File: config.mk
export PLATFORM = sky130hd
export DESIGN_NAME = duty_strobe
export DESIGN_NICKNAME = d
export VERILOG_FILES = /design/src/rtl/dstrb_pkg.sv /design/src/rtl/dstrb_rst_sync.sv /design/src/rtl/dstrb_cfg_check.sv /design/src/rtl/dstrb_phase_cnt.sv /design/src/rtl/dstrb_shaper.sv /design/src/rtl/duty_strobe.sv
export SDC_FILE = /design/constraint.sdc
export NUM_CORES = 1
export LEC_CHECK = 0
export CAP_MARGIN = 20
export CORE_MARGIN = 2
export CORE_UTILIZATION = 30
export DETAILED_ROUTE_END_ITERATION = 16
export PLACE_DENSITY = 0.53
export SLEW_MARGIN = 20
export SYNTH_ARGS = -nofsm -noshare
export SYNTH_HDL_FRONTEND = slang
export SYNTH_HIERARCHICAL = 1
export SYNTH_SLANG_ARGS = --single-unit
File: constraint.sdc
create_clock -name clk -period 0.8 [get_ports clk]
set_clock_uncertainty 0.1 [all_clocks]
set_input_delay 0.2 -clock clk [delete_from_list [all_inputs] [get_ports clk]]
set_output_delay 0.2 -clock clk [all_outputs]
set_load 0.01 [all_outputs]
File: src/rtl/dstrb_pkg.sv
package dstrb_pkg;
  // Output phase selected for the strobe pin.
  typedef enum logic [1:0] {
    PH_IDLE  = 2'd0,
    PH_INACT = 2'd1,
    PH_ACT   = 2'd2
  } strobe_phase_e;

  localparam int unsigned DEF_CODE_W      = 3;
  localparam int unsigned DEF_SYNC_STAGES = 2;
endpackage

File: src/rtl/dstrb_rst_sync.sv
module dstrb_rst_sync #(
  parameter int unsigned STAGES = dstrb_pkg::DEF_SYNC_STAGES
) (
  input  logic clk,
  input  logic rst_an,
  output logic rst_sn
);
  generate
    if (STAGES < 2) begin : g_single
      logic q;
      always_ff @(posedge clk or negedge rst_an) begin
        if (!rst_an) q <= 1'b0;
        else         q <= 1'b1;
      end
      assign rst_sn = q;
    end else begin : g_chain
      logic [STAGES-1:0] sh;
      always_ff @(posedge clk or negedge rst_an) begin
        if (!rst_an) sh <= '0;
        else         sh <= {sh[STAGES-2:0], 1'b1};
      end
      assign rst_sn = sh[STAGES-1];
    end
  endgenerate
endmodule

File: src/rtl/dstrb_cfg_check.sv
module dstrb_cfg_check #(
  parameter int unsigned CODE_W = dstrb_pkg::DEF_CODE_W
) (
  input  logic [CODE_W-1:0] div_code,
  input  logic [CODE_W-1:0] edge_code,
  output logic              legal
);
  logic div_zero, edge_zero, edge_over;

  always_comb begin
    div_zero  = (div_code == '0);
    edge_zero = (edge_code == '0);
    edge_over = (edge_code > div_code);
    legal     = !(div_zero || edge_zero || edge_over);
  end
endmodule

File: src/rtl/dstrb_phase_cnt.sv
module dstrb_phase_cnt #(
  parameter int unsigned CODE_W = dstrb_pkg::DEF_CODE_W
) (
  input  logic              clk,
  input  logic              rst_n,
  input  logic              run_req,
  input  logic              realign,
  input  logic [CODE_W-1:0] limit,
  output logic              run_n,
  output logic [CODE_W-1:0] cnt_n
);
  logic              run_q;
  logic [CODE_W-1:0] cnt_q;
  logic              at_limit;

  // next state
  always_comb begin
    at_limit = (cnt_q >= limit);
    run_n    = run_req;
    if (!run_req || realign || !run_q || at_limit) cnt_n = '0;
    else                                           cnt_n = cnt_q + 1'b1;
  end

  // registers
  always_ff @(posedge clk or negedge rst_n) begin
    if (!rst_n) begin
      run_q <= 1'b0;
      cnt_q <= '0;
    end else begin
      run_q <= run_n;
      cnt_q <= cnt_n;
    end
  end
endmodule

File: src/rtl/dstrb_shaper.sv
module dstrb_shaper
  import dstrb_pkg::*;
#(
  parameter int unsigned CODE_W = DEF_CODE_W
) (
  input  logic              clk,
  input  logic              rst_n,
  input  logic              run_n,
  input  logic [CODE_W-1:0] cnt_n,
  input  logic [CODE_W-1:0] edge_code,
  input  logic              pol,
  output logic              strobe_o,
  output logic              tick_o
);
  strobe_phase_e ph;
  logic          strobe_d, tick_d;
  logic          strobe_q, tick_q;

  // next state
  always_comb begin
    if (!run_n)                 ph = PH_IDLE;
    else if (cnt_n < edge_code) ph = PH_INACT;
    else                        ph = PH_ACT;

    case (ph)
      PH_ACT:  strobe_d = pol;
      default: strobe_d = ~pol;
    endcase
    tick_d = run_n && (cnt_n == edge_code);
  end

  // registers
  always_ff @(posedge clk or negedge rst_n) begin
    if (!rst_n) begin
      strobe_q <= 1'b0;
      tick_q   <= 1'b0;
    end else begin
      strobe_q <= strobe_d;
      tick_q   <= tick_d;
    end
  end

  assign strobe_o = strobe_q;
  assign tick_o   = tick_q;
endmodule

File: src/rtl/duty_strobe.sv
module duty_strobe
  import dstrb_pkg::*;
#(
  parameter int unsigned CODE_W      = DEF_CODE_W,
  parameter int unsigned SYNC_STAGES = DEF_SYNC_STAGES
) (
  input  logic              clk,
  input  logic              rst_n,
  input  logic              en,
  input  logic              start,
  input  logic [CODE_W-1:0] div_code,
  input  logic [CODE_W-1:0] edge_code,
  input  logic              pol,
  output logic              strobe_o,
  output logic              tick_o,
  output logic              cfg_err_o
);
  logic              rst_s;
  logic              legal;
  logic              run_req;
  logic              run_n;
  logic [CODE_W-1:0] cnt_n;
  logic              err_d, err_q;

  dstrb_rst_sync #(.STAGES(SYNC_STAGES)) u_rst (
    .clk    (clk),
    .rst_an (rst_n),
    .rst_sn (rst_s)
  );

  dstrb_cfg_check #(.CODE_W(CODE_W)) u_cfg (
    .div_code  (div_code),
    .edge_code (edge_code),
    .legal     (legal)
  );

  assign run_req = en && legal;

  dstrb_phase_cnt #(.CODE_W(CODE_W)) u_cnt (
    .clk     (clk),
    .rst_n   (rst_s),
    .run_req (run_req),
    .realign (start),
    .limit   (div_code),
    .run_n   (run_n),
    .cnt_n   (cnt_n)
  );

  dstrb_shaper #(.CODE_W(CODE_W)) u_shp (
    .clk       (clk),
    .rst_n     (rst_s),
    .run_n     (run_n),
    .cnt_n     (cnt_n),
    .edge_code (edge_code),
    .pol       (pol),
    .strobe_o  (strobe_o),
    .tick_o    (tick_o)
  );

  // next state
  always_comb err_d = !legal;

  // registers
  always_ff @(posedge clk or negedge rst_s) begin
    if (!rst_s) err_q <= 1'b0;
    else        err_q <= err_d;
  end

  assign cfg_err_o = err_q;
endmodule

==> metrics <==
outcome=complete, but fails checks; failing checks=negative hold slack, negative setup slack; Port-buffer cells=13; DR pass1 iterations=2; antenna viol nets, final=0; CP endpoint kind=register; post-route minimum period=2127 ps; final net count=106; number of global-route vias before repair=467; Placed Cells=103; Root Buffer=clkbuf_4; Fin. Hold Viols=2; FMAX=470.2 MHz; Syn Std Cell Area=550.5 sq um; Arr. time, crit path=2180 ps; post-synthesis cell type count=21; synthesis-to-finish area growth=75.45%; clock sinks=9; Avg Synthesized Cell Area=10.01 sq um; Final GP Congestion=0.7551; CP max-delay cell=a211o_1; hold slack final=-0.8211 ps; CTS tree=done; die area=2194 sq um; Crit path required time=850 ps; crit path cell chain=buf_8 -> inv_6 -> ha_4 -> a211o_1 -> a21oi_2 -> and2_4 -> and4bb_1 -> nand2_4 -> nor3_4 -> ha_4 -> o21ai_2 -> a21oi_2 -> xnor2_1; PwrDens=1183 nW/um^2; Slowest Stage Delay on Critical Path=260 ps; final slew viol count=0; Die Y=46.84 um; post-synthesis register bit count=9; routed len/inst=11.14 um; Fin Setup TNS=-6480 ps; first-pass GRT wire length=1966 um; # diodes=0; H-tree Lvls=1; via/cell ratio=4.239; Initial Utilization=31.88%; fin cells=109; worst setup margin=-1327 ps; DRC=0; critical path fanouts, max=3; vias=462; # setup viols final=10; period utilization=265.8%; layout cells sized above 1=55.95%; IO Pins=14; Pleak=0.4581 nW; Cell Rows=15; Hold Crit Class=input pin to async pin; clock buffer depth=2; Core Area=1727 sq um; Post-DP HPWL=891 um; critical path class=input pin to register; gr ovfl total=0; register area share after synthesis=40.91%; VDD IR max=0.9748 mV; Startpoint Class=input pin; number of max-cap violations=0; number of DRC markers in iteration 0=1; clock slew at reported path FFs=60 ps; Post-Synthesis Cells=55; Synth Net Count=76; CTS Buf Count=3; clk_lat worst skew=260 ps; final wirelength=1214 um; Tot GR Track Use=12.74%; initial antenna violation count=0; RSZ-0062 raised after global routing=true; Ys Warns=6; chip width=46.84 um; pin count of the biggest net entering global routing=8
path summary, 6_finish.rpt:
path                                startpoint             endpoint  slack, ps  cells past startpoint
max reg2reg                     u_cnt/cnt_q[0]       u_shp/strobe_o      -1180                     11
min reg2reg                u_rst/g_chain.sh[1]            cfg_err_o         10                      0
max                                div_code[1]       u_shp/strobe_o      -1330                     13
min in group clk           u_rst/g_chain.sh[0]  u_rst/g_chain.sh[1]        260                      0
min                                      rst_n  u_rst/g_chain.sh[1]       -0.8                      1
max in group asynchronous  u_rst/g_chain.sh[1]          u_cnt/run_q        370                      0
Yosys cell counts:
cell / instances / area share [%]
a211o_1: 1 / 1.6
a21oi_1: 1 / 0.91
a21oi_2: 2 / 3.2
a31oi_1: 1 / 1.1
and2_1: 1 / 1.1
and4_1: 1 / 1.6
and4bb_1: 1 / 2.3
buf_4: 1 / 1.4
conb_1: 1 / 0.68
dfrtp_1: 9 / 41
ha_1: 10 / 23
inv_1: 12 / 8.2
nand2_1: 3 / 2.0
nand2b_1: 1 / 1.1
nor2_1: 2 / 1.4
nor3_1: 2 / 1.8
nor3b_1: 1 / 1.4
o21ai_1: 1 / 0.91
o31ai_1: 1 / 1.4
or3_1: 1 / 1.1
xnor2_1: 2 / 3.2
metal layers:
layer  up-vias  global-route usage [%]  share of wire, %
met5         -                       0                 0
met4         0                       0                 0
met3         0                   4.615               1.9
met2         6                   20.82                54
met1       220                   17.33                44
li1        236                       -                 -
worst max-delay path: cells and delay by family:
kind / cells / cell delay [ps]
buffers and inverters: 2 / 140
AOI/OAI and AO/OA: 4 / 560
and+or+nand+nor: 4 / 730
xor gates and xnor gates: 1 / 110
adders and majority gates: 2 / 430
placed cells by master, fill, tap and decap left out, types with 2 or more instances in the layout:
cell | synthesis | final
ha_1 | 10 | 4
inv_1 | 12 | 8
xnor2_1 | 2 | 2
nor3_4 | 0 | 2
a21oi_2 | 2 | 3
buf_4 | 1 | 13
nand2_1 | 3 | 2
buf_6 | 0 | 4
clkdlybuf4s50_1 | 0 | 4
dfrtp_1 | 9 | 9
buf_2 | 0 | 4
nor2_1 | 2 | 2
clkbuf_4 | 0 | 3
ha_4 | 0 | 5
inv_2 | 0 | 3
flip-flops by register name (all words and copies together) (netlist names):
name,flops
u_cnt/cnt_q,3
u_rst/g_chain.sh,2
cfg_err_o,1
u_cnt/run_q,1
u_shp/strobe_o,1
u_shp/tick_o,1
repair_timing:
action,4_1_cts,5_1_grt
endpoints found under the setup margin,10,10
gates resized for setup,50,12
buffers inserted,1,2
pin swaps,13,7
endpoints found under the hold margin,2,2
where the power goes:
| group | internal (mW) | switching [mW] | total [mW] |
|---|---|---|---|
| sequential | 0.479 | 0.0113 | 0.490 |
| combinational | 0.171 | 0.128 | 0.299 |
| clock | 0.192 | 0.161 | 0.353 |
logic make-up after synthesis:
group	share of synthesized area, %
AOI/OAI and AO/OA	9.091
buffers and inverters	9.545
and+or+nand+nor	13.87
other	0.6812
DFF	40.91
xor gates and xnor gates	3.182
adders and majority gates	22.73
area by class of cell:
type	instances	area, sq um
clock buffers	4	26.28
fillers	169	760.7
inverters	12	50.05
multi-input cells	33	415.4
flip-flops and latches	9	225.2
well taps	25	31.28
repair buffers	26	217.7
per-stage QoR:
step	hold WS, ps	instance area (sq um)	utilization (%)	setup slack (ps)	power (mW)
global route	-11.41	965.9	55.94	-1462	1.214
floorplan	-195.6	598.1	-	-1434	0.6167
finish	-0.8211	965.9	55.94	-1327	1.142
detailed placement	16.13	834.6	48.33	-2144	0.7549
CTS	-9.613	868.3	50.29	-1319	1.113
global placement	18.16	834.6	48.33	-2133	0.7557
(Power assumes the default switching activity.)
